## src/rtl/fpas_pkg.sv

```systemverilog
`timescale 1ns/1ps
// Package: shared defaults and types for the float adder-subtractor.
// Assumes the single-precision layout {sign, exponent, fraction}.
package fpas_pkg;
    localparam int EXP_W_DEF  = 8;
    localparam int FRAC_W_DEF = 23;

    // Which normalization path the magnitude takes
    typedef enum logic [1:0] {
        NRM_ZERO  = 2'd0,
        NRM_CARRY = 2'd1,
        NRM_LEFT  = 2'd2
    } nrm_case_t;
endpackage

```

## src/rtl/fpas_unpack.sv

```systemverilog
`timescale 1ns/1ps
// Module: fpas_unpack
// Splits one float word into sign, effective exponent and full significand.
// A zero exponent field marks a denormal: hidden bit 0, effective field 1.
// sign_flip inverts the operand sign (used to turn an add into a subtract).
module fpas_unpack #(
    parameter int EXP_W  = fpas_pkg::EXP_W_DEF,
    parameter int FRAC_W = fpas_pkg::FRAC_W_DEF,
    localparam int WORD_W = 1 + EXP_W + FRAC_W,
    localparam int SIG_W  = FRAC_W + 1
) (
    input  logic [WORD_W-1:0] word,
    input  logic              sign_flip,
    output logic              sign,
    output logic [EXP_W-1:0]  eff_exp,
    output logic [SIG_W-1:0]  sig
);
    logic [EXP_W-1:0] exp_field;
    logic             is_denorm;

    // Field extraction and hidden-bit restore
    always_comb begin
        exp_field = word[WORD_W-2 -: EXP_W];
        is_denorm = (exp_field == '0);
        sign      = word[WORD_W-1] ^ sign_flip;
        eff_exp   = is_denorm ? EXP_W'(1) : exp_field;
        sig       = {~is_denorm, word[FRAC_W-1:0]};
    end
endmodule

```

## src/rtl/fpas_align.sv

```systemverilog
`timescale 1ns/1ps
// Module: fpas_align
// Orders two unpacked operands by exponent and right-shifts the smaller
// one's significand by the difference. Shifted-out bits are dropped; a
// difference of SIG_W or more leaves a zero significand. Ties keep A as big.
module fpas_align #(
    parameter int EXP_W = fpas_pkg::EXP_W_DEF,
    parameter int SIG_W = fpas_pkg::FRAC_W_DEF + 1
) (
    input  logic             a_sign,
    input  logic [EXP_W-1:0] a_exp,
    input  logic [SIG_W-1:0] a_sig,
    input  logic             b_sign,
    input  logic [EXP_W-1:0] b_exp,
    input  logic [SIG_W-1:0] b_sig,
    output logic             big_sign,
    output logic [EXP_W-1:0] big_exp,
    output logic [SIG_W-1:0] big_sig,
    output logic             sml_sign,
    output logic [SIG_W-1:0] sml_sig
);
    logic             a_is_big;
    logic [EXP_W-1:0] diff;
    logic [SIG_W-1:0] sml_raw;

    // Operand ordering by effective exponent
    always_comb begin
        a_is_big = (a_exp >= b_exp);
        big_sign = a_is_big ? a_sign : b_sign;
        big_exp  = a_is_big ? a_exp  : b_exp;
        big_sig  = a_is_big ? a_sig  : b_sig;
        sml_sign = a_is_big ? b_sign : a_sign;
        sml_raw  = a_is_big ? b_sig  : a_sig;
        diff     = a_is_big ? (a_exp - b_exp) : (b_exp - a_exp);
    end

    // Alignment shift with flush when the gap exceeds the precision
    always_comb begin
        if (int'(diff) >= SIG_W) begin
            sml_sig = '0;
        end else begin
            sml_sig = sml_raw >> diff;
        end
    end
endmodule

```

## src/rtl/fpas_combine.sv

```systemverilog
`timescale 1ns/1ps
// Module: fpas_combine
// Adds two signed significands in two's complement on an extended width
// and returns the result sign and magnitude. Width SIG_W+2 cannot overflow.
module fpas_combine #(
    parameter int SIG_W = fpas_pkg::FRAC_W_DEF + 1,
    localparam int SUM_W = SIG_W + 2,
    localparam int MAG_W = SIG_W + 1
) (
    input  logic             big_sign,
    input  logic [SIG_W-1:0] big_sig,
    input  logic             sml_sign,
    input  logic [SIG_W-1:0] sml_sig,
    output logic             neg,
    output logic [MAG_W-1:0] mag
);
    logic [SUM_W-1:0] big_ext;
    logic [SUM_W-1:0] sml_ext;
    logic [SUM_W-1:0] big_tc;
    logic [SUM_W-1:0] sml_tc;
    logic [SUM_W-1:0] sum;
    logic [SUM_W-1:0] sum_neg;

    // Signed operands in two's complement
    always_comb begin
        big_ext = {2'b00, big_sig};
        sml_ext = {2'b00, sml_sig};
        big_tc  = big_sign ? (~big_ext + SUM_W'(1)) : big_ext;
        sml_tc  = sml_sign ? (~sml_ext + SUM_W'(1)) : sml_ext;
    end

    // Sum and conversion back to sign-magnitude
    always_comb begin
        sum     = big_tc + sml_tc;
        sum_neg = ~sum + SUM_W'(1);
        neg     = sum[SUM_W-1];
        mag     = neg ? sum_neg[MAG_W-1:0] : sum[MAG_W-1:0];
    end
endmodule

```

## src/rtl/fpas_normpack.sv

```systemverilog
`timescale 1ns/1ps
// Module: fpas_normpack
// Normalizes a magnitude of SIG_W+1 bits to a leading 1 at bit SIG_W-1,
// limits the left shift so the exponent field stays >= 1 (else denormal),
// truncates low bits, saturates large exponents to all ones with a zero
// fraction, and encodes an exact zero as +0.
module fpas_normpack #(
    parameter int EXP_W  = fpas_pkg::EXP_W_DEF,
    parameter int FRAC_W = fpas_pkg::FRAC_W_DEF,
    localparam int WORD_W = 1 + EXP_W + FRAC_W,
    localparam int SIG_W  = FRAC_W + 1,
    localparam int MAG_W  = SIG_W + 1,
    localparam int XE_W   = EXP_W + 1
) (
    input  logic              neg,
    input  logic [MAG_W-1:0]  mag,
    input  logic [EXP_W-1:0]  big_exp,
    output logic [WORD_W-1:0] word
);
    import fpas_pkg::*;

    localparam logic [XE_W-1:0] EXP_MAX = {1'b0, {EXP_W{1'b1}}};

    // Highest set bit of the magnitude (0 when empty)
    function automatic logic [XE_W-1:0] lead_pos(input logic [MAG_W-1:0] v);
        logic [XE_W-1:0] p;
        p = '0;
        for (int i = 0; i < MAG_W; i++) begin
            if (v[i]) p = XE_W'(i);
        end
        return p;
    endfunction

    nrm_case_t       ncase;
    logic [XE_W-1:0] xbig;
    logic [XE_W-1:0] lpos;
    logic [XE_W-1:0] need;
    logic [XE_W-1:0] room;
    logic [XE_W-1:0] shamt;
    logic [MAG_W-1:0] shifted;
    logic [SIG_W-1:0] sig_n;
    logic [XE_W-1:0] exp_n;

    // Classification of the magnitude
    always_comb begin
        if (mag == '0) begin
            ncase = NRM_ZERO;
        end else if (mag[MAG_W-1]) begin
            ncase = NRM_CARRY;
        end else begin
            ncase = NRM_LEFT;
        end
    end

    // Left-shift amount bounded by the exponent floor
    always_comb begin
        xbig    = {1'b0, big_exp};
        lpos    = lead_pos(mag);
        need    = XE_W'(SIG_W - 1) - lpos;
        room    = xbig - XE_W'(1);
        shamt   = (need < room) ? need : room;
        shifted = mag << shamt;
    end

    // Normalized significand and exponent per path
    always_comb begin
        case (ncase)
            NRM_CARRY: begin
                sig_n = mag[MAG_W-1:1];
                exp_n = xbig + XE_W'(1);
            end
            NRM_LEFT: begin
                sig_n = shifted[SIG_W-1:0];
                exp_n = shifted[SIG_W-1] ? (xbig - shamt) : '0;
            end
            default: begin
                sig_n = '0;
                exp_n = '0;
            end
        endcase
    end

    // Final packing with zero and saturation encodings
    always_comb begin
        if (ncase == NRM_ZERO) begin
            word = '0;
        end else if (exp_n >= EXP_MAX) begin
            word = {neg, {EXP_W{1'b1}}, {FRAC_W{1'b0}}};
        end else begin
            word = {neg, exp_n[EXP_W-1:0], sig_n[FRAC_W-1:0]};
        end
    end
endmodule

```

## src/rtl/fp32_addsub.sv

```systemverilog
`timescale 1ns/1ps
// Module: fp32_addsub (top)
// Truncating float add/subtract with one output register stage.
// Assumes exponent-all-ones inputs carry no special meaning.
// result loads only when in_valid is high; out_valid follows in_valid.
module fp32_addsub #(
    parameter int EXP_W  = fpas_pkg::EXP_W_DEF,
    parameter int FRAC_W = fpas_pkg::FRAC_W_DEF,
    localparam int WORD_W = 1 + EXP_W + FRAC_W,
    localparam int SIG_W  = FRAC_W + 1,
    localparam int MAG_W  = SIG_W + 1
) (
    input  logic              clk,
    input  logic              rst_n,
    input  logic              in_valid,
    input  logic [WORD_W-1:0] opa,
    input  logic [WORD_W-1:0] opb,
    input  logic              op_sub,
    output logic              out_valid,
    output logic [WORD_W-1:0] result
);
    logic [1:0]       u_sign;
    logic [EXP_W-1:0] u_exp [2];
    logic [SIG_W-1:0] u_sig [2];

    logic             big_sign, sml_sign;
    logic [EXP_W-1:0] big_exp;
    logic [SIG_W-1:0] big_sig, sml_sig;
    logic             res_neg;
    logic [MAG_W-1:0] res_mag;
    logic [WORD_W-1:0] res_word;

    // One unpacker per operand; only operand 1 sees the subtract flip
    for (genvar g = 0; g < 2; g++) begin : g_unp
        fpas_unpack #(.EXP_W(EXP_W), .FRAC_W(FRAC_W)) u_unp (
            .word      ((g == 0) ? opa : opb),
            .sign_flip ((g == 0) ? 1'b0 : op_sub),
            .sign      (u_sign[g]),
            .eff_exp   (u_exp[g]),
            .sig       (u_sig[g])
        );
    end

    fpas_align #(.EXP_W(EXP_W), .SIG_W(SIG_W)) u_align (
        .a_sign   (u_sign[0]),
        .a_exp    (u_exp[0]),
        .a_sig    (u_sig[0]),
        .b_sign   (u_sign[1]),
        .b_exp    (u_exp[1]),
        .b_sig    (u_sig[1]),
        .big_sign (big_sign),
        .big_exp  (big_exp),
        .big_sig  (big_sig),
        .sml_sign (sml_sign),
        .sml_sig  (sml_sig)
    );

    fpas_combine #(.SIG_W(SIG_W)) u_comb (
        .big_sign (big_sign),
        .big_sig  (big_sig),
        .sml_sign (sml_sign),
        .sml_sig  (sml_sig),
        .neg      (res_neg),
        .mag      (res_mag)
    );

    fpas_normpack #(.EXP_W(EXP_W), .FRAC_W(FRAC_W)) u_norm (
        .neg     (res_neg),
        .mag     (res_mag),
        .big_exp (big_exp),
        .word    (res_word)
    );

    // Output register: capture on valid input, flag follows one cycle later
    always_ff @(posedge clk) begin
        if (!rst_n) begin
            out_valid <= 1'b0;
            result    <= '0;
        end else begin
            out_valid <= in_valid;
            if (in_valid) begin
                result <= res_word;
            end
        end
    end
endmodule

```

## config.mk

```make
export PLATFORM = sky130hd
export DESIGN_NAME = fp32_addsub
export DESIGN_NICKNAME = d
export VERILOG_FILES = /design/src/rtl/fpas_pkg.sv /design/src/rtl/fpas_unpack.sv /design/src/rtl/fpas_align.sv /design/src/rtl/fpas_combine.sv /design/src/rtl/fpas_normpack.sv /design/src/rtl/fp32_addsub.sv
export SDC_FILE = /design/constraint.sdc
export NUM_CORES = 1
export LEC_CHECK = 0
export ABC_AREA = 1
export CORE_AREA = 2 2 150 137
export DETAILED_ROUTE_END_ITERATION = 7
export DIE_AREA = 0 0 152 139
export PLACE_DENSITY_LB_ADDON = 0.3
export SYNTH_ARGS = -nofsm -noshare
export SYNTH_HDL_FRONTEND = slang
export SYNTH_SLANG_ARGS = --single-unit
```

## constraint.sdc

```tcl
create_clock -name clk -period 17.6 [get_ports clk]
set_input_delay 1.76 -clock clk [delete_from_list [all_inputs] [get_ports clk]]
set_output_delay 1.76 -clock clk [all_outputs]
set_load 0.1 [all_outputs]
```

# Word level (Yosys, flattened, before mapping)

Index checks and enable logic that the tools add are counted.

Register bits: 33
Output and inout port bits: 33
Word-level logic and storage cells: 74

$add $sub $neg: 10
Order comparisons: 4
Equality and inequality tests: 2
Shift operators: 2
Mux-type cells: 44
Bitwise gates (word level): 6
Reductions and logical operators: 4

Operators with widths:

| kind                                                 | count |
|---|---|
| 2-to-1 mux 24 bit                                    | 3 |
| adder 26 x 1 -> 26 bit (second input constant)       | 2 |
| 2-to-1 mux 26 bit                                    | 2 |
| NOT 24 -> 26 bit                                     | 2 |
| case mux 23 bit (2 select lines)                     | 1 |
| 2-to-1 mux 5 bit                                     | 9 |
| 2-to-1 mux 32 bit                                    | 1 |
| 2-to-1 mux 4 bit                                     | 8 |
| 2-to-1 mux 8 bit                                     | 4 |
| 2-to-1 mux 31 bit                                    | 1 |
| adder 26 bit                                         | 1 |
| adder 25 x 1 -> 25 bit (second input constant)       | 1 |
| logical NOT 25 bit                                   | 1 |
| 2-to-1 mux 25 bit                                    | 1 |
| NOT 25 bit                                           | 1 |
| << shifter 25 x 9 -> 24 bit                          | 1 |
| >> shifter 24 x 8 -> 24 bit                          | 1 |
| 2-to-1 mux 9 bit                                     | 2 |
| case mux 9 bit (2 select lines)                      | 1 |
| logical NOT 8 bit                                    | 2 |
| subtractor 8 bit                                     | 2 |
| 2-to-1 mux 3 bit                                     | 4 |
| adder 8 x 1 -> 9 bit (second input constant)         | 1 |
| >= comparator 9 x 8 -> 1 bit (second input constant) | 1 |
| other kinds (13)                                     | 19 |

# Longest topological paths before layout

Gate-level depths: netlist of the first run.

Depth in word-level cells: 46
Gate-level depth with buffers: 105
Mapped depth without buffers: 98

# Hierarchy

From an unflattened synthesis of the first run, not the netlist that was laid out.

Cells, all modules: 2233
Area total of the unflattened synthesis: 11782.6 µm²

Modules (own cells, without submodules):

| module        | instances | cells an instance | area an instance (µm²) | seq. area each (µm²) |
|---|---|---|---|---|
| fpas_combine  | 1         | 772               | 3913.8                 | 0.0 |
| fpas_align    | 1         | 603               | 3019.1                 | 0.0 |
| fpas_normpack | 1         | 571               | 2994.1                 | 0.0 |
| fp32_addsub   | 1         | 207               | 1365.1                 | 660.6 |
| fpas_unpack   | 2         | 40                | 245.2                  | 0.0 |

# Worst setup path before layout of the first run

Ideal clock, no wire load.

Path type: input to register
Start point: input port opb[30]
End point: register result[26]
Arrival time: 12999 ps
Path slack: 4480 ps
Stages on the path: 87
Cell sequence: inv_1 nand2_1 nor4_1 nor2_1 inv_1 ha_1 inv_1 fa_1 nand3_1 nand2_2 nand2_4 nand3_4 nand2_1 nand2_1 nor2_1 buf_6 buf_6 nand2_1 [51 not listed] ha_1 inv_1 fa_1 a21oi_1 o21bai_1 a21oi_1 o21bai_1 nand2_1 nand2_1 a21oi_1 a21oi_1 o2111ai_1 nand2_1 inv_1 buf_2 nand3_2 nand2_1 a21oi_2

Cells in the longest elaborated chain, start to end: 46

Ends and longest elaborated chain:

| item                                                                               | RTL line                                 | text |
|---|---|---|
| start, declared                                                                    | fp32_addsub.sv:17                        | `input logic [WORD_W-1:0] opb,` |
| logical NOT 8 bit                                                                  | fpas_unpack.sv:24                        | `is_denorm = (exp_field == '0);` |
| 2-to-1 mux 8 bit                                                                   | fpas_unpack.sv:26                        | `eff_exp = is_denorm ? EXP_W'(1) : exp_field;` |
| subtractor 8 bit / >= comparator 8 bit (equally long branches)                     | fpas_align.sv:34, fpas_align.sv:28       |  |
| 2-to-1 mux 8 bit / 2-to-1 mux 24 bit (equally long branches)                       | fpas_align.sv:34, fpas_align.sv:33       |  |
| >> shifter 24 x 8 -> 24 bit / >= comparator 8 x 5 -> 1 bit (equally long branches) | fpas_align.sv:42, fpas_align.sv:39       |  |
| 2-to-1 mux 24 bit                                                                  | fpas_align.sv:39                         | `if (int'(diff) >= SIG_W) begin` |
| NOT 24 -> 26 bit                                                                   | fpas_combine.sv:29                       | `sml_tc = sml_sign ? (~sml_ext + SUM_W'(1)) : sml_ext;` |
| adder 26 x 1 -> 26 bit                                                             | fpas_combine.sv:29                       |  |
| [30 not listed]                                                                    | n/a                                      |  |
| < comparator 9 bit                                                                 | fpas_normpack.sv:61                      | `shamt = (need < room) ? need : room;` |
| 2-to-1 mux 9 bit                                                                   | fpas_normpack.sv:61                      |  |
| subtractor 8 x 9 -> 9 bit / << shifter 25 x 9 -> 24 bit (equally long branches)    | fpas_normpack.sv:74, fpas_normpack.sv:62 |  |
| 2-to-1 mux 9 bit                                                                   | fpas_normpack.sv:74                      | `exp_n = shifted[SIG_W-1] ? (xbig - shamt) : '0;` |
| case mux 9 bit (2 select lines)                                                    | fpas_normpack.sv:67                      | `case (ncase)` |
| >= comparator 9 x 8 -> 1 bit                                                       | fpas_normpack.sv:87                      | `end else if (exp_n >= EXP_MAX) begin` |
| 2-to-1 mux 31 bit                                                                  | fpas_normpack.sv:87                      |  |
| 2-to-1 mux 32 bit (*)                                                              | fpas_normpack.sv:85                      | `if (ncase == NRM_ZERO) begin` |
| end signal, assigned                                                               | fp32_addsub.sv:82                        | `result <= res_word;` |
| end, declared                                                                      | fp32_addsub.sv:20                        | `output logic [WORD_W-1:0] result` |

Mark *: on every way between the ends. The rest lies on a longest branch, timed or not.
A chain may end at the register's enable or synchronous reset.

# Worst setup path after layout of the first run

Start point: input port opb[26]
End point: register result[16]

Same word-level chain as after synthesis.

==> results of run 1 <==
==> cell usage after synthesis (all sizes together), types with 2 or more instances <==
cell    count
a211oi      4
a21oi     104
a31oi       4
a41oi       3
and2        2
buf        62
clkbuf     33
clkinv      4
dfxtp      33
fa          4
ha         62
inv       199
nand2     502
nand3     251
nand3b     11
nand4      45
nor2      116
nor3       20
nor4        6
o211ai      6
o21a        2
o21ai     164
o21bai      9
o22ai      11
o31ai       3
or2         8
xnor2      27
xor2       79
==> routing by layer <==
metal,GRT usage,routed length [um],up-vias
met5,0,0,-
met4,0.0580,521,0
met3,0.0291,2610,45
met2,0.473,13900,497
met1,0.401,13900,5168
li1,-,-,5950
==> area by class of cell <==
type                            count  area [um2]  share of cell area
Clock buffer                        7         143              0.0129
Clock inverter                      1        30.0             0.00271
Inverter                          203         771              0.0695
Multi-Input combinational cell   1453        8050               0.727
Sequential cell                    33         661              0.0596
Tap cell                          255         319              0.0288
Timing Repair Buffer              113        1100              0.0991
Timing Repair inverter              1        7.51            0.000677
==> worst max path at each step <==
stage             from  slack, ns  depth (start not counted)          to
2_1_floorplan  opb[30]       4.48                         87  result[26]
3_3_place_gp   opa[24]       1.70                         83  result[14]
3_5_place_dp   opb[26]       1.21                         80  result[19]
4_1_cts        opb[26]       1.49                         80  result[19]
5_1_grt        opb[26]       0.08                         85   result[3]
6_report       opb[26]       1.75                         80  result[16]
==> registers in the layout (all words and copies together), names as in the netlist <==
| name | cells |
|---|---|
| out_valid | 1 |
| result | 32 |
==> logic make-up (layout without fill, tap and decap cells) <==
family	count (synthesis)	in the layout	share of synthesized area
AND/OR/NAND/NOR	963	963	0.444
AO/OA/AOI/OAI	317	318	0.178
buffers and inverters	298	325	0.130
XOR/XNOR	106	106	0.0959
adder cells (fa/ha/maj)	66	66	0.0856
flip-flops	33	33	0.0661
==> metrics by stage <==
| stage | utilization | instances |
|---|---|---|
| floorplan | - | 1783 |
| global placement | 0.553 | 2056 |
| detailed placement | 0.553 | 2056 |
| CTS | 0.562 | 2064 |
| global route | 0.563 | 2066 |
| finish | 0.563 | 2066 |
==> worst min-delay path, cell delays in order (launching register included) <==
cell and delay [ns]:
dfxtp_1 0.30, nand2_1 0.06, a21oi_1 0.05
==> impl_metrics.toml, run 1 <==
[synth]
dominantRegCellSynth = "dfxtp_1"
synth_cells = 1783
syn_area_per_cell_um2 = 5.60
synth_top_area_frac = 0.181
yosys-top-cells-area = "nand2_1 (18%), nand3_1 (11%), ha_1 (7.8%)"
synth_cell_types = 60
async_flop_share = 0
synth-edff-count = 0
yosysWarnings = 0
synth.net_count = 1917
ys_ff_latch = 33
synth_area_um2 = 9990
yosysTopAreaCell = "nand2_1"
seq_area_frac_synth = 0.0661

[clock_tree]
clk_latency_ns = 0.27
cts-htree-levels = 2
cts_setup_buffers = 0
holdBufCountCts = 0
path_clk_slew_ns = 0.05
post_cts_resized = 0
cts-root-buf = "clkbuf_16"
cts-buffers-inserted = 5
tritoncts = "yes"
clock-sinks = 33
clock_path_buffers = 2

[setup_path]
r2r_cells = 2
crit_top_cell = "nand2_1"
end_kind = "flip-flop"
cp_data_required_time_ns = 17.71
critPathTopFamily = "compound AO/OA/AOI/OAI gates"
r2r_setup_slack_ns = 16.92
cp_data_arrival_time_ns = 15.96
worstSetupPathType = "input port to flip-flop"
worstPathMaxFanout = 47
start_kind = "input port"
regToRegEndpoint = "result[7]"
reg2reg_from = "result[7]"
path_buf_inv = 14
cp_slowest_stage_delay_ns = 0.52
slowest_stage = "clkdlybuf4s50_1"

[floorplan]
rows = 49
die-area_um2 = 21100
die_y_um = 139
core-area_um2 = 19700
io_pins = 101
die_w_um = 152
start_util = 0.508

[sta]
timing_hold_violations_final = 0
finalCritPeriodShare = 0.901
fin_setup_tns_ns = 0
worst_pin_slew_ns = 1.08
slew_headroom = 0.280
timing.final.ws_setup_ns = 1.75
rsz0062_at_grt = "false"
timing.fmax_mhz = 63.1
report.final.slew_viol_count = 0
skew_ns = 0
layout_min_cycle_time_ns = 15.85
setup_viol = 0
whs_ns = 0.461

[placed_design]
portBuffers = 100
postPlaceCellArea_um2 = 10900
gp_congestion = 1.03
dp_slack_ns = 1.21
dp_hpwl_um = 24500

[layout]
nets = 1944
n_antenna_cell = 0
final_area_um2 = 11100
fill_cells = 2009
final_common_cell = "nand2_1"
most-common-layout-cells = "nand2_1 (482), nand3_1 (221), inv_1 (184)"
drive_above_1_share = 0.0690
syn_to_final_growth_pct = 10.9

[routing]
drtIter0Drc = 1281
wirelength_um = 31000
wl_per_cell_um = 15.0
drc_errors = 0
via_count = 11660
avgViaCountPerCell = 5.64
dr.pass1.iters = 6
postRouteAntennaNets = 0

[job]
drv_cap = 0

[global_route]
grt_antenna_before_repair = 0
overflow = 0
grt_pass1_vias = 10640
grt_usage = 0.285
grt_max_degree = 53
grt_pass1_wl_um = 51800

[run_status]
status = "complete, no violations"

[worst_hold_path]
min_path_type = "flip-flop to flip-flop"
min_path_cells = 2
whs_endpoint = "result[14]"
min_from = "result[14]"
Power of run 1 is left out: the tool's default activity adds up to more than one toggle a clock period on the data nets, which glitch-free logic cannot reach.
==> run 2: changes to the inputs <==
--- a/config.mk
+++ b/config.mk
@@ -7,6 +7,7 @@
 export LEC_CHECK = 0
 export ABC_AREA = 1
 export CORE_AREA = 2 2 150 137
+export CTS_BUF_LIST = sky130_fd_sc_hd__clkbuf_2
 export DETAILED_ROUTE_END_ITERATION = 7
 export DIE_AREA = 0 0 152 139
 export PLACE_DENSITY_LB_ADDON = 0.3
==> run 2 against run 1 <==
Net effect: worst hold slack improved by 0.013 ns; critical path depth increased by 1; via count increased by 0.23%; count of clock-buffer cells in the layout decreased by 1; global-route usage decreased by 0.097 points; core utilization decreased by 0.59 points; clock skew unchanged; largest cell class unchanged; highest routed layer unchanged.
==> impl_metrics.toml, run 2 (synthesis gave the netlist of run 1 again) <==
[run_status]
status = "complete, no violations"

[layout]
fill_cells = 2039
drive_above_1_share = 0.0685
nets = 1943
n_antenna_cell = 0
top_register = "result"
most-common-layout-cells = "nand2_1 (482), nand3_1 (221), inv_1 (184)"
stdcell_count = 2065
largest_reg_flops = 32
top_regs = "result x32, out_valid x1"
final_common_cell = "nand2_1"
syn_to_final_growth_pct = 9.74
final_area_um2 = 11000

[sta]
worst_pin_slew_ns = 1.08
slew_headroom = 0.281
fin_setup_tns_ns = 0
skew_ns = 0
rsz0062_at_grt = "false"
whs_ns = 0.474
setup_viol = 0
timing.fmax_mhz = 63.0
finalCritPeriodShare = 0.902
report.final.slew_viol_count = 0
timing_hold_violations_final = 0
layout_min_cycle_time_ns = 15.88

[global_route]
grt_usage = 0.284
grt_antenna_before_repair = 0
overflow = 0
met1_usage = 0.403
top_usage_layer = "met2"
grt_max_degree = 53
met3_usage = 0.0294
met2_usage = 0.468
grt_pass1_vias = 10586
grt_pass1_wl_um = 51700

[routing]
drc_errors = 0
wirelength_um = 30800
avgViaCountPerCell = 5.66
postRouteAntennaNets = 0
drtIter0Drc = 1383
wl_per_cell_um = 14.9
dr.pass1.iters = 7
via_count = 11687

[floorplan]
rows = 49
die_w_um = 152
core-area_um2 = 19700
io_pins = 101
die-area_um2 = 21100
start_util = 0.508
die_y_um = 139

[clock_tree]
path_clk_slew_ns = 0.16
tritoncts = "yes"
cts-htree-levels = 2
clk_latency_ns = 0.36
cts-root-buf = "clkbuf_2"
clock-sinks = 33
cts-buffers-inserted = 5
holdBufCountCts = 0
clock_path_buffers = 2

[setup_path]
regToRegEndpoint = "result[7]"
end_kind = "flip-flop"
cp_data_arrival_time_ns = 16.07
r2r_cells = 2
worstPathMaxFanout = 47
slowest_stage = "clkdlybuf4s50_1"
cp_data_required_time_ns = 17.79
cp_slowest_stage_delay_ns = 0.52
r2r_setup_slack_ns = 16.90
start_kind = "input port"
worstSetupPathType = "input port to flip-flop"
crit_top_cell = "nand2_1"
reg2reg_from = "result[7]"

[worst_hold_path]
min_from = "result[14]"
min_path_cells = 2
min_path_type = "flip-flop to flip-flop"
whs_endpoint = "result[14]"

[placed_design]
dp_hpwl_um = 24500
gp_congestion = 1.03
portBuffers = 100
dpl.cell_count = 2056
postPlaceCellArea_um2 = 10900

[job]
drv_cap = 0
[run 2: cell types whose count changed in the layout (fill, tap and decap cells not counted), sizes merged]
cell      before  now
clkbuf         7    6
clkinv         4    5
clkinvlp       2    1
[run 2: area by class of cell]
cell class,count,area (um2),share of cell area
clock buffers,6,30.0,0.00274
clock inverters,2,33.8,0.00308
inverters,203,771,0.0703
multi-input cells,1453,8050,0.734
flip-flops and latches,33,661,0.0602
well taps,255,319,0.0291
repair buffers,113,1100,0.100
[run 2: how the worst max path moves through the flow]
stage	start	end	slack (ns)	depth (start not counted)
5_1_grt	opb[26]	result[2]	0.08	81
3_3_place_gp	opa[24]	result[14]	1.70	83
6_report	opb[26]	result[6]	1.72	81
2_1_floorplan	opb[30]	result[26]	4.48	87
3_5_place_dp	opb[26]	result[19]	1.21	80
4_1_cts	opb[26]	result[6]	1.62	80
[run 2: repair_timing]
item                                    CTS  global route
hold endpoints to repair                  0             0
resized for setup                         0             4
setup buffers                             0             0
endpoints found under the setup margin    0            30
[run 2: critical path: cells and delay by family]
family,cells,cell delay [ns]
compound gates,23,3.94
xor+xnor,2,0.41
buf+inv,14,2.71
fa+ha+maj,8,2.54
simple gates,34,4.66
[run 2: per-layer routing]
layer / vias to the layer above / routed length (um)
met1: 5186 / 14000
met5: - / 0
met2: 504 / 13800
li1: 5951 / -
met3: 46 / 2590
met4: 0 / 436
[run 2: through the flow]
step,util,worst slack (ns)
after floorplan,-,4.48
after global placement,0.553,1.70
after detailed placement,0.553,1.21
after CTS,0.556,1.62
after global routing,0.557,0.0841
final,0.557,1.72
Power of run 2 is left out for the same reason.
